`src/rtl/pll_relock_pkg.sv`:
```
package pll_relock_pkg;
  typedef enum logic [3:0] {
    ST_IDLE,
    ST_HALF2,
    ST_SETTLE_A,
    ST_OFF,
    ST_LOAD,
    ST_ON,
    ST_LOCKWAIT,
    ST_SETTLE_B,
    ST_FULL2,
    ST_FINISH
  } relock_state_t;
endpackage

```
`src/rtl/pll_us_timer.sv`:
```
// Shared microsecond timer: a cycle prescaler feeding a microsecond counter.
// Counting stops once the target is reached; clr zeroes both stages.
module pll_us_timer #(
  parameter int US_CYCLES = 50,
  parameter int CNT_W     = 9
) (
  input  logic             clk,
  input  logic             rst,
  input  logic             clr,
  input  logic [CNT_W-1:0] target,
  output logic             expired
);
  localparam int PRE_W = (US_CYCLES > 1) ? $clog2(US_CYCLES) : 1;

  logic [PRE_W-1:0] pre_q;
  logic [CNT_W-1:0] us_q;

  assign expired = (us_q == target);

  always_ff @(posedge clk) begin
    if (rst || clr) begin
      pre_q <= '0;
      us_q  <= '0;
    end else if (!expired) begin
      if (pre_q == PRE_W'(US_CYCLES - 1)) begin
        pre_q <= '0;
        us_q  <= us_q + 1'b1;
      end else begin
        pre_q <= pre_q + 1'b1;
      end
    end
  end
endmodule

```
`src/rtl/pll_coef_pack.sv`:
```
// Places each coefficient at its own offset inside the register word.
module pll_coef_pack #(
  parameter int M_W    = 8,
  parameter int N_W    = 8,
  parameter int PL_W   = 6,
  parameter int M_LSB  = 0,
  parameter int N_LSB  = 8,
  parameter int PL_LSB = 16,
  parameter int WORD_W = 32
) (
  input  logic [M_W-1:0]    m,
  input  logic [N_W-1:0]    n,
  input  logic [PL_W-1:0]   pl,
  output logic [WORD_W-1:0] word
);
  always_comb begin
    word                   = '0;
    word[M_LSB  +: M_W]    = m;
    word[N_LSB  +: N_W]    = n;
    word[PL_LSB +: PL_W]   = pl;
  end
endmodule

```
`src/rtl/pll_relock_seq.sv`:
```
module pll_relock_seq
  import pll_relock_pkg::*;
#(
  parameter int US_CYCLES = 50,
  parameter int SETTLE_US = 2,
  parameter int LOCK_US   = 300,
  parameter int M_W       = 8,
  parameter int N_W       = 8,
  parameter int PL_W      = 6,
  parameter int M_LSB     = 0,
  parameter int N_LSB     = 8,
  parameter int PL_LSB    = 16,
  parameter int WORD_W    = 32
) (
  input  logic              clk,
  input  logic              rst,
  input  logic              start,
  input  logic [M_W-1:0]    m_in,
  input  logic [N_W-1:0]    n_in,
  input  logic [PL_W-1:0]   pl_in,
  input  logic              lock,
  output logic              div_half,
  output logic              div_wr,
  output logic              pll_en,
  output logic              lkdet_off,
  output logic              vco_sel,
  output logic              coef_wr,
  output logic [WORD_W-1:0] coef_word,
  output logic              done,
  output logic              timeout
);
  localparam int MAX_US = (LOCK_US > SETTLE_US) ? LOCK_US : SETTLE_US;
  localparam int US_W   = $clog2(MAX_US + 1);

  relock_state_t state;
  logic [M_W-1:0]    m_q;
  logic [N_W-1:0]    n_q;
  logic [PL_W-1:0]   pl_q;
  logic [WORD_W-1:0] packed_w;
  logic              in_wait, leave_wait, tmr_clr, tmr_exp;
  logic [US_W-1:0]   tmr_target;

  // Timer is held clear outside waits and on the edge that leaves one
  always_comb begin
    in_wait    = (state == ST_SETTLE_A) || (state == ST_LOCKWAIT) || (state == ST_SETTLE_B);
    leave_wait = tmr_exp || ((state == ST_LOCKWAIT) && lock);
    tmr_clr    = !in_wait || leave_wait;
    tmr_target = (state == ST_LOCKWAIT) ? US_W'(LOCK_US) : US_W'(SETTLE_US);
  end

  pll_us_timer #(.US_CYCLES(US_CYCLES), .CNT_W(US_W)) u_timer (
    .clk(clk), .rst(rst), .clr(tmr_clr), .target(tmr_target), .expired(tmr_exp)
  );

  pll_coef_pack #(
    .M_W(M_W), .N_W(N_W), .PL_W(PL_W),
    .M_LSB(M_LSB), .N_LSB(N_LSB), .PL_LSB(PL_LSB), .WORD_W(WORD_W)
  ) u_pack (
    .m(m_q), .n(n_q), .pl(pl_q), .word(packed_w)
  );

  always_ff @(posedge clk) begin
    if (rst) begin
      state     <= ST_IDLE;
      m_q       <= '0;
      n_q       <= '0;
      pl_q      <= '0;
      div_half  <= 1'b0;
      div_wr    <= 1'b0;
      pll_en    <= 1'b0;
      lkdet_off <= 1'b1;
      vco_sel   <= 1'b0;
      coef_wr   <= 1'b0;
      coef_word <= '0;
      done      <= 1'b0;
      timeout   <= 1'b0;
    end else begin
      div_wr  <= 1'b0;
      coef_wr <= 1'b0;
      done    <= 1'b0;
      case (state)
        ST_IDLE: if (start) begin
          m_q      <= m_in;
          n_q      <= n_in;
          pl_q     <= pl_in;
          timeout  <= 1'b0;
          div_half <= 1'b1;
          div_wr   <= 1'b1;
          state    <= ST_HALF2;
        end
        ST_HALF2: begin
          div_wr <= 1'b1;
          state  <= ST_SETTLE_A;
        end
        ST_SETTLE_A: if (tmr_exp) begin
          vco_sel <= 1'b0;
          state   <= ST_OFF;
        end
        ST_OFF: begin
          pll_en <= 1'b0;
          state  <= ST_LOAD;
        end
        ST_LOAD: begin
          coef_wr   <= 1'b1;
          coef_word <= packed_w;
          state     <= ST_ON;
        end
        ST_ON: begin
          pll_en    <= 1'b1;
          lkdet_off <= 1'b0;
          state     <= ST_LOCKWAIT;
        end
        ST_LOCKWAIT: begin
          if (lock) begin
            vco_sel <= 1'b1;
            state   <= ST_SETTLE_B;
          end else if (tmr_exp) begin
            timeout <= 1'b1;
            done    <= 1'b1;
            state   <= ST_IDLE;
          end
        end
        ST_SETTLE_B: if (tmr_exp) begin
          div_half <= 1'b0;
          div_wr   <= 1'b1;
          state    <= ST_FULL2;
        end
        ST_FULL2: begin
          div_wr <= 1'b1;
          state  <= ST_FINISH;
        end
        ST_FINISH: begin
          done  <= 1'b1;
          state <= ST_IDLE;
        end
        default: state <= ST_IDLE;
      endcase
    end
  end

  // divider writes come in pairs, with a stable setting across the pair
  p_div_pair_r1: assert property (@(posedge clk) disable iff (rst)
    $rose(div_wr) |=> div_wr && $stable(div_half));
  p_div_no_third_r6: assert property (@(posedge clk) disable iff (rst)
    (div_wr && $past(div_wr)) |=> !div_wr);
  // the output is already in bypass when the PLL is disabled
  p_bypass_first_r2: assert property (@(posedge clk) disable iff (rst)
    $fell(pll_en) |-> !vco_sel && !$past(vco_sel));
  // coefficients only written with the PLL stopped
  p_coef_off_r3: assert property (@(posedge clk) disable iff (rst)
    coef_wr |-> !pll_en);
  // lock detection is on whenever the PLL is restarted
  p_lkdet_on_r4: assert property (@(posedge clk) disable iff (rst)
    $rose(pll_en) |-> !lkdet_off);
  // VCO selected only after lock was seen, still halved and enabled
  p_vco_after_lock_r5: assert property (@(posedge clk) disable iff (rst)
    $rose(vco_sel) |-> $past(lock) && pll_en && div_half);
  // done is a single-cycle pulse
  p_done_pulse_r6: assert property (@(posedge clk) disable iff (rst)
    done |=> !done);
  // abort reports done and leaves the divider halved
  p_abort_halved_r7: assert property (@(posedge clk) disable iff (rst)
    $rose(timeout) |-> done && div_half && !vco_sel);
endmodule

```
`config.mk`:
```
export PLATFORM = sky130hd
export DESIGN_NAME = pll_relock_seq
export DESIGN_NICKNAME = d
export VERILOG_FILES = /design/src/rtl/pll_relock_pkg.sv /design/src/rtl/pll_us_timer.sv /design/src/rtl/pll_coef_pack.sv /design/src/rtl/pll_relock_seq.sv
export SDC_FILE = /design/constraint.sdc
export NUM_CORES = 1
export LEC_CHECK = 0
export BUFFER_PORTS_ARGS = -buffer_cell sky130_fd_sc_hd__buf_2
export CAP_MARGIN = 40
export CORE_MARGIN = 3
export CORE_UTILIZATION = 40
export DETAILED_ROUTE_END_ITERATION = 10
export PLACE_DENSITY = 0.62
export RECOVER_POWER = 100
export SETUP_SLACK_MARGIN = 0.4
export SLEW_MARGIN = 0
export SYNTH_ARGS = -nofsm -noshare
export SYNTH_HDL_FRONTEND = slang
export SYNTH_HIERARCHICAL = 1
export SYNTH_SLANG_ARGS = --single-unit
```
`constraint.sdc`:
```
create_clock -name clk -period 5.3 [get_ports clk]
set_clock_uncertainty 0.2 [all_clocks]
set_input_delay 0.265 -clock clk [delete_from_list [all_inputs] [get_ports clk]]
set_output_delay 0.265 -clock clk [all_outputs]
set_load 0.005 [all_outputs]
```
==> out/metrics.cfg, run 1 <==
[run_status]
outcome=completed

[finish]
synthToLayoutAreaGrowth_pct=13.1
fillCellCount=897
nNetsFinal=534
finalNonFillerCells=636
num_antenna_cells=0
drive_gt1_share_pct=13.3

[synth]
synth_edf_count=0
synth_cell_types=58
syn_area_um2=3800
synthArstFlopShare_pct=0
yosys-top-cells-area=dfxtp_1 43%, a21oi_1 8.4%, nand2_1 7.8%
ys.flop_type=dfxtp_1
synth_cells=455
synth_top_cell_by_area=dfxtp_1
ys_warn_count=6
synth-seq-area-share_pct=42.7
ys_ff_latch=81
synth.top_cell.area_share_pct=42.7
postSynthAreaPerCell_um2=8.35

[clocking]
cts_tree=done
root_buffer=clkbuf_8
h-tree-depth=3
cts.clk_slew.worst_paths_ns=0.08
post_cts_buffers=0
cts_resized=0
cts_buffers=9
clk_latency_ns=0.35
cts_sinks=81
clockBufferDepth=2

[detailed_routing]
drt-initial-drc-count=105
ant_nets=0
viasPerCell=4.96
wl_per_cell_um=13.6
drcViolationCount=0
dr_total_vias=3155
drt-total-wl_um=8660
dr.pass1.iters=4

[grt]
antenna_found_initial=0
grt_max_degree=71
first_global_vias=2956
grt_pass1_wl_um=14300
grt_use_total_pct=16.7
grt_overflow=0

[place]
dp.cells=598
dpl_worst_slack_ns=1.48
hpwl_um=5530
io_buffers=65
gp_congestion=0.751

[sta]
finalSetupTns_ns=0
rsz0062_at_grt=no
period_share_pct=75.0
finalCriticalPeriod_ns=3.98
relSlewSlack_pct=7.29
worstMarginPinSlew_ns=1.37
finalSetupViolCount=0
max_freq_ghz=0.251
slew_viol_final=0
setup_ws_ns=1.32
finalHoldViolCount=0

[worst_hold_path]
min_path_type=in -> reg

[power]
intPower_w=0.00108
finalPower_w=0.00158
power_density_nw_per_um2=368
p_clk_share_pct=33.2
power.switching_w=0.000503
p_leak_nw=1.51
switching_share_pct=31.8
ir_drop_uv=153
pwr-share-seq_pct=46.1
combPwrFrac_pct=20.7

[critical_path]
crit_path_top_delay_cell=clkbuf_1
crit_fanout=27
worst_setup_path_end_kind=register
cp-start-kind=register
worstPathArrival_ns=4.03
crit_chain=and4bb_1, inv_1, xnor2_1, nand3_1, nor4_1, clkbuf_1, o311ai_0, o41ai_1
cp_slowest_stage_delay_ns=0.93
worstSetupPathType=reg -> reg
required_ns=5.35
critPathBufInv=2
critical_path.top_delay_family=simple AND/OR/NAND/NOR gates

[die]
row_count=34
coreArea_um2=8980
die_area_um2=10700
die_h_um=103
io_pins=66
die_width_um=103
start_util_pct=42.3

[run]
max-cap-violations=0

-- power by group through the flow --
stage	registers [W]	clock network [W]	logic (W)
floorplan	0.000710	0	0.000340
global placement	0.000741	0	0.000337
detailed placement	0.000746	0	0.000358
CTS	0.000731	0.000540	0.000371
global route	0.000743	0.000566	0.000373
finish	0.000729	0.000526	0.000328
-- metal layers --
layer / wire length [µm] / up-vias / part of all wire [%] / GRT usage [%]
met2: 4020 / 63 / 46 / 27.0
met3: 435 / 8 / 5.0 / 4.56
met4: 84 / 0 / 0.97 / 4.28
li1: - / 1626 / - / -
met1: 4120 / 1458 / 48 / 22.2
met5: 0 / - / 0 / 0
-- cell type report --
cell class	instances	area (µm²)	area share (%)
clock inverter	6	97.6	2.27
sequential	81	1620	37.7
timing repair buffer	93	536	12.5
multi-input combinational	313	1720	40.1
clock buffer	10	138	3.20
tap	126	158	3.67
inverter	7	26.3	0.611
-- layout by cell type, fill, tap and decap left out, drive strengths merged, types with 4 or more instances in the layout --
cell and count:
nand3 30, inv 10, o21ai 32, nor2b 4, buf 35, nand2 79, xnor2 7, dlygate4sd3 22
dfxtp 81, or4 5, a21oi 69, nor2 10, conb 14, or3 10, clkbuf 46
-- sequential cells by signal, indices dropped and copies added (netlist names) --
register       flops
m_q                8
pll_en             1
coef_wr            1
pl_q               6
lkdet_off          1
timeout            1
u_timer/pre_q      6
coef_word         32
u_timer/us_q       9
done               1
n_q                8
state              4
vco_sel            1
div_wr             1
div_half           1
-- worst paths after layout --
path,from,to,slack (ns),cells after the start
worst min register to register,pl_q[0],coef_word[16],0.24,2
worst max register to register,state[1],u_timer/us_q[3],1.32,8
worst max-delay path,state[1],u_timer/us_q[3],1.32,8
worst min-delay path,lock,vco_sel,0.07,3
-- worst reg2reg max path: cells and delay by family (launching register included) --
family          cells  cell delay (ns)
compound gates      2             0.44
xor+xnor            1             0.15
flops               1             0.78
buf+inv             2             1.04
simple gates        3             1.27
-- cells in the mapped netlist (all sizes together), types with 2 or more instances --
cell / count
or3: 10
nor2: 10
nor4: 3
o21ai: 32
or4: 5
or4b: 2
or2: 2
a21o: 2
mux2i: 2
ha: 3
a211oi: 2
dfxtp: 81
nand3: 30
nor4b: 2
nor3: 3
o31ai: 3
o211a: 2
o41ai: 2
nand2b: 2
clkbuf: 15
inv: 7
xor2: 2
nand4: 3
xnor2: 7
nor2b: 4
buf: 51
conb: 2
a21oi: 69
o211ai: 2
nand2: 79
-- what timing repair did --
item | CTS | global route
endpoints found under the hold margin | 22 | 0
hold buffers | 22 | 0
setup endpoints to repair | 0 | 0
-- through the flow --
step           util (%)  cell area (µm²)  hold WS, ns
2_1_floorplan         -             3850        0.213
3_3_place_gp       43.7             3930        0.236
3_5_place_dp       44.2             3960        0.240
4_1_cts            49.2             4420       0.0604
5_1_grt            47.9             4300       0.0750
6_report           47.9             4300       0.0716
-- cells by family after synthesis --
group	after synthesis	synth area share, %
and+or+nand+nor	162	22.1
AOI/OAI and AO/OA	122	18.8
DFF	81	42.7
buffers and inverters	73	12.1
xor gates and xnor gates	9	2.27
adders and majority gates	3	0.988
muxes	3	0.823
other	2	0.198
Note: power is estimated with default switching activity, not from simulation.
==> inputs of run 2 (changes only) <==
--- a/config.mk
+++ b/config.mk
@@ -10,7 +10,7 @@
 export CORE_MARGIN = 3
 export CORE_UTILIZATION = 40
 export DETAILED_ROUTE_END_ITERATION = 10
-export PLACE_DENSITY = 0.62
+export PLACE_DENSITY = 0.65
 export RECOVER_POWER = 100
 export SETUP_SLACK_MARGIN = 0.4
 export SLEW_MARGIN = 0
==> constraint.sdc (replaced) <==
create_clock -name clk -period 3.3 [get_ports clk]
set_clock_uncertainty 0.2 [all_clocks]
set_input_delay 0.165 -clock clk [delete_from_list [all_inputs] [get_ports clk]]
set_output_delay 0.165 -clock clk [all_outputs]
set_load 0.005 [all_outputs]
==> run 2 against run 1 <==
Critical path depth up 3. Hold slack improved by 0.040 ns. Sequential power rose by 54%. Total power rose by 51%. Final cell count rose by 0.94%. Via count increased by 2.4%. Global-route usage is 0.086 points lower.
==> out/metrics.cfg, run 2 (synthesis gave the netlist of run 1 again) <==
[clocking]
cts_sinks=81  ; unchanged
clk_latency_ns=0.35  ; about the same
root_buffer=clkbuf_8  ; unchanged
cts.clk_slew.worst_paths_ns=0.09  ; was 0.08 ns
h-tree-depth=3  ; unchanged
cts_tree=done  ; unchanged
clockBufferDepth=2  ; unchanged
cts_buffers=9  ; unchanged

[critical_path]
required_ns=3.39  ; was 5.35 ns
cp-start-kind=register  ; unchanged
timing.rr.end=u_timer/us_q[6]  ; was u_timer/us_q[3]
worstPathArrival_ns=3.01  ; was 4.03 ns
cp_slowest_stage_delay_ns=0.53  ; was 0.93 ns
crit_path_top_delay_cell=and4bb_1  ; was clkbuf_1
crit_fanout=8  ; was 27
worst_setup_path_end_kind=register  ; unchanged
crit_chain=and4bb_1, inv_2, xnor2_1, nand3_1, nor4_1, or3b_1, nor3_4, inv_1, or2_0, or4_1, nand2_1  ; was and4bb_1, inv_1, xnor2_1, nand3_1, nor4_1, clkbuf_1, o311ai_0, o41ai_1
worst-r2r-setup-slack_ns=0.38  ; was 1.32 ns
r2r_start=state[3]  ; was state[1]
worstSetupPathType=reg -> reg  ; unchanged
reg2reg_depth=11  ; was 8

[finish]
nNetsFinal=540  ; was 534
drive_gt1_share_pct=15.5  ; was 13.3%
synthToLayoutAreaGrowth_pct=13.4  ; was 13.1%
final_common_cell=dfxtp_1  ; unchanged
largest_register_ffs=32  ; unchanged
mostFrequentLayoutCells=80 x dfxtp_1, 79 x nand2_1, 65 x a21oi_1, 35 x buf_2, 31 x clkbuf_1  ; was 81 x dfxtp_1, 79 x nand2_1, 66 x a21oi_1, 36 x clkbuf_1, 33 x buf_2
largest-register=coef_word  ; unchanged
top_regs=coef_word: 32 flops, u_timer/us_q: 9 flops  ; unchanged
finalNonFillerCells=642  ; was 636
num_antenna_cells=0  ; unchanged

[die]
die_width_um=103  ; unchanged
io_pins=66  ; unchanged
coreArea_um2=8980  ; unchanged
start_util_pct=42.3  ; unchanged
die_h_um=103  ; unchanged
die_area_um2=10700  ; unchanged
row_count=34  ; unchanged

[power]
ir_drop_uv=312  ; was 153 µV
p_leak_nw=1.51  ; about the same
power_density_nw_per_um2=555  ; was 368 nW/µm²

[sta]
rsz0062_at_grt=no  ; unchanged
relSlewSlack_pct=35.9  ; was 7.29%
max_freq_ghz=0.343  ; was 0.251 GHz
worstMarginPinSlew_ns=0.961  ; was 1.37 ns
finalSetupTns_ns=0  ; unchanged
finalSetupViolCount=0  ; unchanged
finalCriticalPeriod_ns=2.92  ; was 3.98 ns
slew_viol_final=0  ; unchanged
setup_ws_ns=0.381  ; was 1.32 ns
finalHoldViolCount=0  ; unchanged
period_share_pct=88.5  ; was 75.0%

[run]
max-cap-violations=0  ; unchanged

[place]
gp_congestion=0.759  ; was 0.751
dp.cells=601  ; was 598
dpl_worst_slack_ns=0.424  ; was 1.48 ns
hpwl_um=5630  ; was 5530 µm
io_buffers=65  ; unchanged

[detailed_routing]
drt-initial-drc-count=128  ; was 105
wl_per_cell_um=13.5  ; was 13.6 µm
ant_nets=0  ; unchanged
drcViolationCount=0  ; unchanged
dr_total_vias=3230  ; was 3155
dr.pass1.iters=6  ; was 4
drt-total-wl_um=8670  ; was 8660 µm
viasPerCell=5.03  ; was 4.96

[grt]
antenna_found_initial=0  ; unchanged
grt_pass1_wl_um=14200  ; was 14300 µm
first_global_vias=3060  ; was 2956
grt_max_degree=40  ; was 71
grt_overflow=0  ; unchanged
grt_use_total_pct=16.6  ; was 16.7%

[worst_hold_path]
min_from=rst  ; was lock
holdPathEnd=done  ; was vco_sel
min_path_type=in -> reg  ; unchanged
holdPathStages=2  ; was 3

[run_status]
outcome=completed  ; unchanged

[run 2: cell count changes in the layout (fill, tap and decap cells not counted), sizes merged, moves of 2 or more]
| cell | before | now |
|---|---|---|
| bufinv | 2 | 0 |
| clkbuf | 46 | 40 |
| clkinvlp | 0 | 3 |
| buf | 35 | 45 |
[run 2: final cells by class]
type	count	area [µm²]
multi-input combinational	313	1740
timing repair buffer	99	586
clock inverter	7	53.8
clock buffer	9	124
inverter	7	26.3
sequential	81	1620
fill	881	4660
tap	126	158
[run 2: worst max path at each step]
stage / cells after the start / end / startpoint
floorplan: 14 / u_timer/us_q[6] / state[0]
global placement: 11 / u_timer/us_q[6] / state[3]
detailed placement: 11 / u_timer/us_q[6] / state[3]
CTS: 11 / u_timer/us_q[6] / state[0]
global route: 8 / state[1] / state[3]
finish: 11 / u_timer/us_q[6] / state[3]
[run 2: power breakdown]
group | leakage (nW) | total [W] | internal [W] | switching [W]
Sequential | 0.658 | 0.00112 | 0.00107 | 0.0000433
Clock | 0.0822 | 0.000657 | 0.000278 | 0.000379
Combinational | 0.774 | 0.000618 | 0.000221 | 0.000398
[run 2: what timing repair did]
item                       in CTS  in global routing
hold endpoints to repair       23                  0
pin swaps                       2                  1
hold buffers                   23                  0
gates resized for setup         0                  2
setup buffers                   0                  2
setup endpoints to repair       1                  2
[run 2: critical path: cells and delay by family (launching register included)]
kind	cells	cell delay [ns]
xor gates and xnor gates	1	0.13
buffers and inverters	2	0.16
DFF	1	0.31
and+or+nand+nor	8	2.04
[run 2: metrics by stage]
| stage | hold slack, ns | cell area [µm²] | util, % | total power, W |
|---|---|---|---|---|
| finish | 0.111 | 4310 | 48.0 | 0.00239 |
| global route | 0.136 | 4310 | 48.0 | 0.00254 |
| CTS | 0.0972 | 4390 | 48.9 | 0.00245 |
| detailed placement | 0.229 | 3990 | 44.4 | 0.00178 |
| global placement | 0.222 | 3970 | 44.2 | 0.00176 |
| floorplan | 0.113 | 3880 | - | 0.00171 |
[run 2: routing by layer]
| metal | vias up | share of wire (%) | GRT usage [%] |
|---|---|---|---|
| li1 | 1639 | - | - |
| met1 | 1494 | 47 | 20.9 |
| met2 | 89 | 47 | 27.9 |
| met3 | 8 | 5.5 | 4.83 |
| met4 | 0 | 0.87 | 4.48 |
| met5 | - | 0 | 0 |
==> inputs of run 3 (changes only) <==
--- a/config.mk
+++ b/config.mk
@@ -8,9 +8,9 @@
 export BUFFER_PORTS_ARGS = -buffer_cell sky130_fd_sc_hd__buf_2
 export CAP_MARGIN = 40
 export CORE_MARGIN = 3
-export CORE_UTILIZATION = 40
+export CORE_UTILIZATION = 51
 export DETAILED_ROUTE_END_ITERATION = 10
-export PLACE_DENSITY = 0.65
+export PLACE_DENSITY = 0.79
 export RECOVER_POWER = 100
 export SETUP_SLACK_MARGIN = 0.4
 export SLEW_MARGIN = 0
==> run 3 against run 2 <==
Wire length down 1.6%. Setup slack better by 0.078 ns. Die area down 20%. Final area up 0.99%. Flip-flop and latch count unchanged. Clock power up 16%. Critical endpoint is now u_timer/pre_q[4]. Largest power group unchanged.
==> out/metrics.cfg, run 3 (synthesis gave the netlist of run 1 again) <==
[sta]
finalCriticalPeriod_ns=2.84  ; was 2.92 ns
slew_viol_final=0  ; unchanged
setup_ws_ns=0.459  ; was 0.381 ns
relSlewSlack_pct=47.8  ; was 35.9%
max_freq_ghz=0.352  ; was 0.343 GHz
worstMarginPinSlew_ns=0.784  ; was 0.961 ns
rsz0062_at_grt=no  ; unchanged
finalSetupTns_ns=0  ; unchanged
period_share_pct=86.1  ; was 88.5%
finalHoldViolCount=0  ; unchanged
finalSetupViolCount=0  ; unchanged

[clocking]
cts.clk_slew.worst_paths_ns=0.09  ; about the same
h-tree-depth=3  ; unchanged
cts_buffers=9  ; unchanged
root_buffer=clkbuf_8  ; unchanged
cts_tree=done  ; unchanged
cts_sinks=81  ; unchanged
clk_latency_ns=0.35  ; about the same
cts_resized=0  ; unchanged
clockBufferDepth=2  ; unchanged

[power]
finalPower_w=0.00250  ; was 0.00239 W
p_leak_nw=1.63  ; was 1.51 nW
ir_drop_uv=284  ; was 312 µV
power_density_nw_per_um2=575  ; was 555 nW/µm²

[worst_hold_path]
min_path_type=in -> reg  ; unchanged

[run]
max-cap-violations=0  ; unchanged

[detailed_routing]
viasPerCell=5.31  ; was 5.03
drcViolationCount=0  ; unchanged
dr_total_vias=3278  ; was 3230
wl_per_cell_um=13.8  ; was 13.5 µm
drt-initial-drc-count=144  ; was 128
ant_nets=0  ; unchanged
dr.pass1.iters=4  ; was 6
drt-total-wl_um=8530  ; was 8670 µm

[critical_path]
required_ns=3.38  ; was 3.39 ns
cp-start-kind=register  ; unchanged
worstPathArrival_ns=2.92  ; was 3.01 ns
cp_slowest_stage_delay_ns=0.40  ; was 0.53 ns
worstSetupPathType=reg -> reg  ; unchanged
crit_chain=and4bb_4, inv_1, xnor2_1, nand3_1, nor4_1, or3b_1, nor3_1, inv_1, or2_0, clkbuf_1, clkbuf_1, a21oi_1  ; was and4bb_1, inv_2, xnor2_1, nand3_1, nor4_1, or3b_1, nor3_4, inv_1, or2_0, or4_1, nand2_1
crit_fanout=6  ; was 8
worst_setup_path_end_kind=register  ; unchanged
crit_path_top_delay_cell=and4bb_4  ; was and4bb_1

[die]
die_h_um=92.3  ; was 103 µm
die_area_um2=8520  ; was 10700 µm²
coreArea_um2=7020  ; was 8980 µm²
io_pins=66  ; unchanged
die_width_um=92.3  ; was 103 µm
row_count=30  ; was 34
start_util_pct=54.2  ; was 42.3%

[place]
hpwl_um=5410  ; was 5630 µm
io_buffers=65  ; unchanged
gp_congestion=0.786  ; was 0.759
dpl_worst_slack_ns=0.423  ; was 0.424 ns

[grt]
grt_pass1_wl_um=13900  ; was 14200 µm
first_global_vias=2942  ; was 3060
antenna_found_initial=0  ; unchanged
grt_max_degree=40  ; unchanged
grt_overflow=0  ; unchanged
grt_use_total_pct=20.2  ; was 16.6%

[finish]
largest-register=coef_word  ; unchanged
top_regs=coef_word: 32 flops, u_timer/us_q: 9 flops  ; unchanged
nNetsFinal=545  ; was 540
synthToLayoutAreaGrowth_pct=14.5  ; was 13.4%
largest_register_ffs=32  ; unchanged
mostFrequentLayoutCells=79 x nand2_1, 79 x dfxtp_1, 66 x a21oi_1, 53 x buf_2, 30 x nand3_1  ; was 80 x dfxtp_1, 79 x nand2_1, 65 x a21oi_1, 35 x buf_2, 31 x clkbuf_1
num_antenna_cells=0  ; unchanged
drive_gt1_share_pct=19.4  ; was 15.5%

[run_status]
outcome=completed  ; unchanged

-- run 3: cell types whose count changed in the layout (fill, tap and decap cells not counted), sizes merged --
cell / delta
clkinv: -1
clkinvlp: -1
inv: -1
buf: +16
clkbuf: -9
bufinv: +1
-- run 3: what timing repair did --
item	in CTS	in global routing
endpoints found under the hold margin	23	0
buffers inserted	1	6
hold buffers	23	0
pin swaps	1	2
setup endpoints to repair	1	2
-- run 3: layout make-up --
type / instances / area, µm²
fill: 634 / 2670
multi-input combinational: 313 / 1730
clock buffer: 11 / 151
inverter: 7 / 26.3
tap: 96 / 120
sequential: 81 / 1620
timing repair buffer: 104 / 639
clock inverter: 5 / 62.6
-- run 3: where the power goes --
| part | internal (W) | switching (W) |
|---|---|---|
| clock | 0.000395 | 0.000366 |
| sequential | 0.00107 | 0.0000446 |
| combinational | 0.000232 | 0.000391 |
-- run 3: worst max-delay path, delay by kind of cell, from the launching register on --
| kind | cells | cell delay, ns |
|---|---|---|
| XOR/XNOR | 1 | 0.12 |
| flip-flops | 1 | 0.32 |
| AO/OA/AOI/OAI | 1 | 0.14 |
| buffers and inverters | 4 | 0.55 |
| AND/OR/NAND/NOR | 6 | 1.46 |
-- run 3: path summary, 6_finish.rpt --
kind              startpoint          endpoint  slack, ns  cells past startpoint
setup reg to reg    state[3]  u_timer/pre_q[4]       0.46                     12
hold reg to reg      pl_q[3]     coef_word[19]       0.25                      2
hold / removal           rst     coef_word[23]       0.11                      2
setup / recovery    state[3]  u_timer/pre_q[4]       0.46                     12
-- run 3: metrics by stage --
step / std cells / hold slack [ns] / utilization (%) / area (µm²)
final: 617 / 0.114 / 62.0 / 4350
after global routing: 617 / 0.128 / 62.0 / 4350
after CTS: 611 / 0.101 / 62.7 / 4400
after detailed placement: 571 / 0.228 / 56.2 / 3950
after global placement: 570 / 0.222 / 56.0 / 3930
after floorplan: 467 / 0.113 / - / 3880
-- run 3: routing by layer --
| layer | share of wire, % | track usage, % |
|---|---|---|
| met1 | 44 | 25.6 |
| met2 | 50 | 34.3 |
| met3 | 4.2 | 3.49 |
| met4 | 1.4 | 7.43 |
| met5 | 0 | 0 |
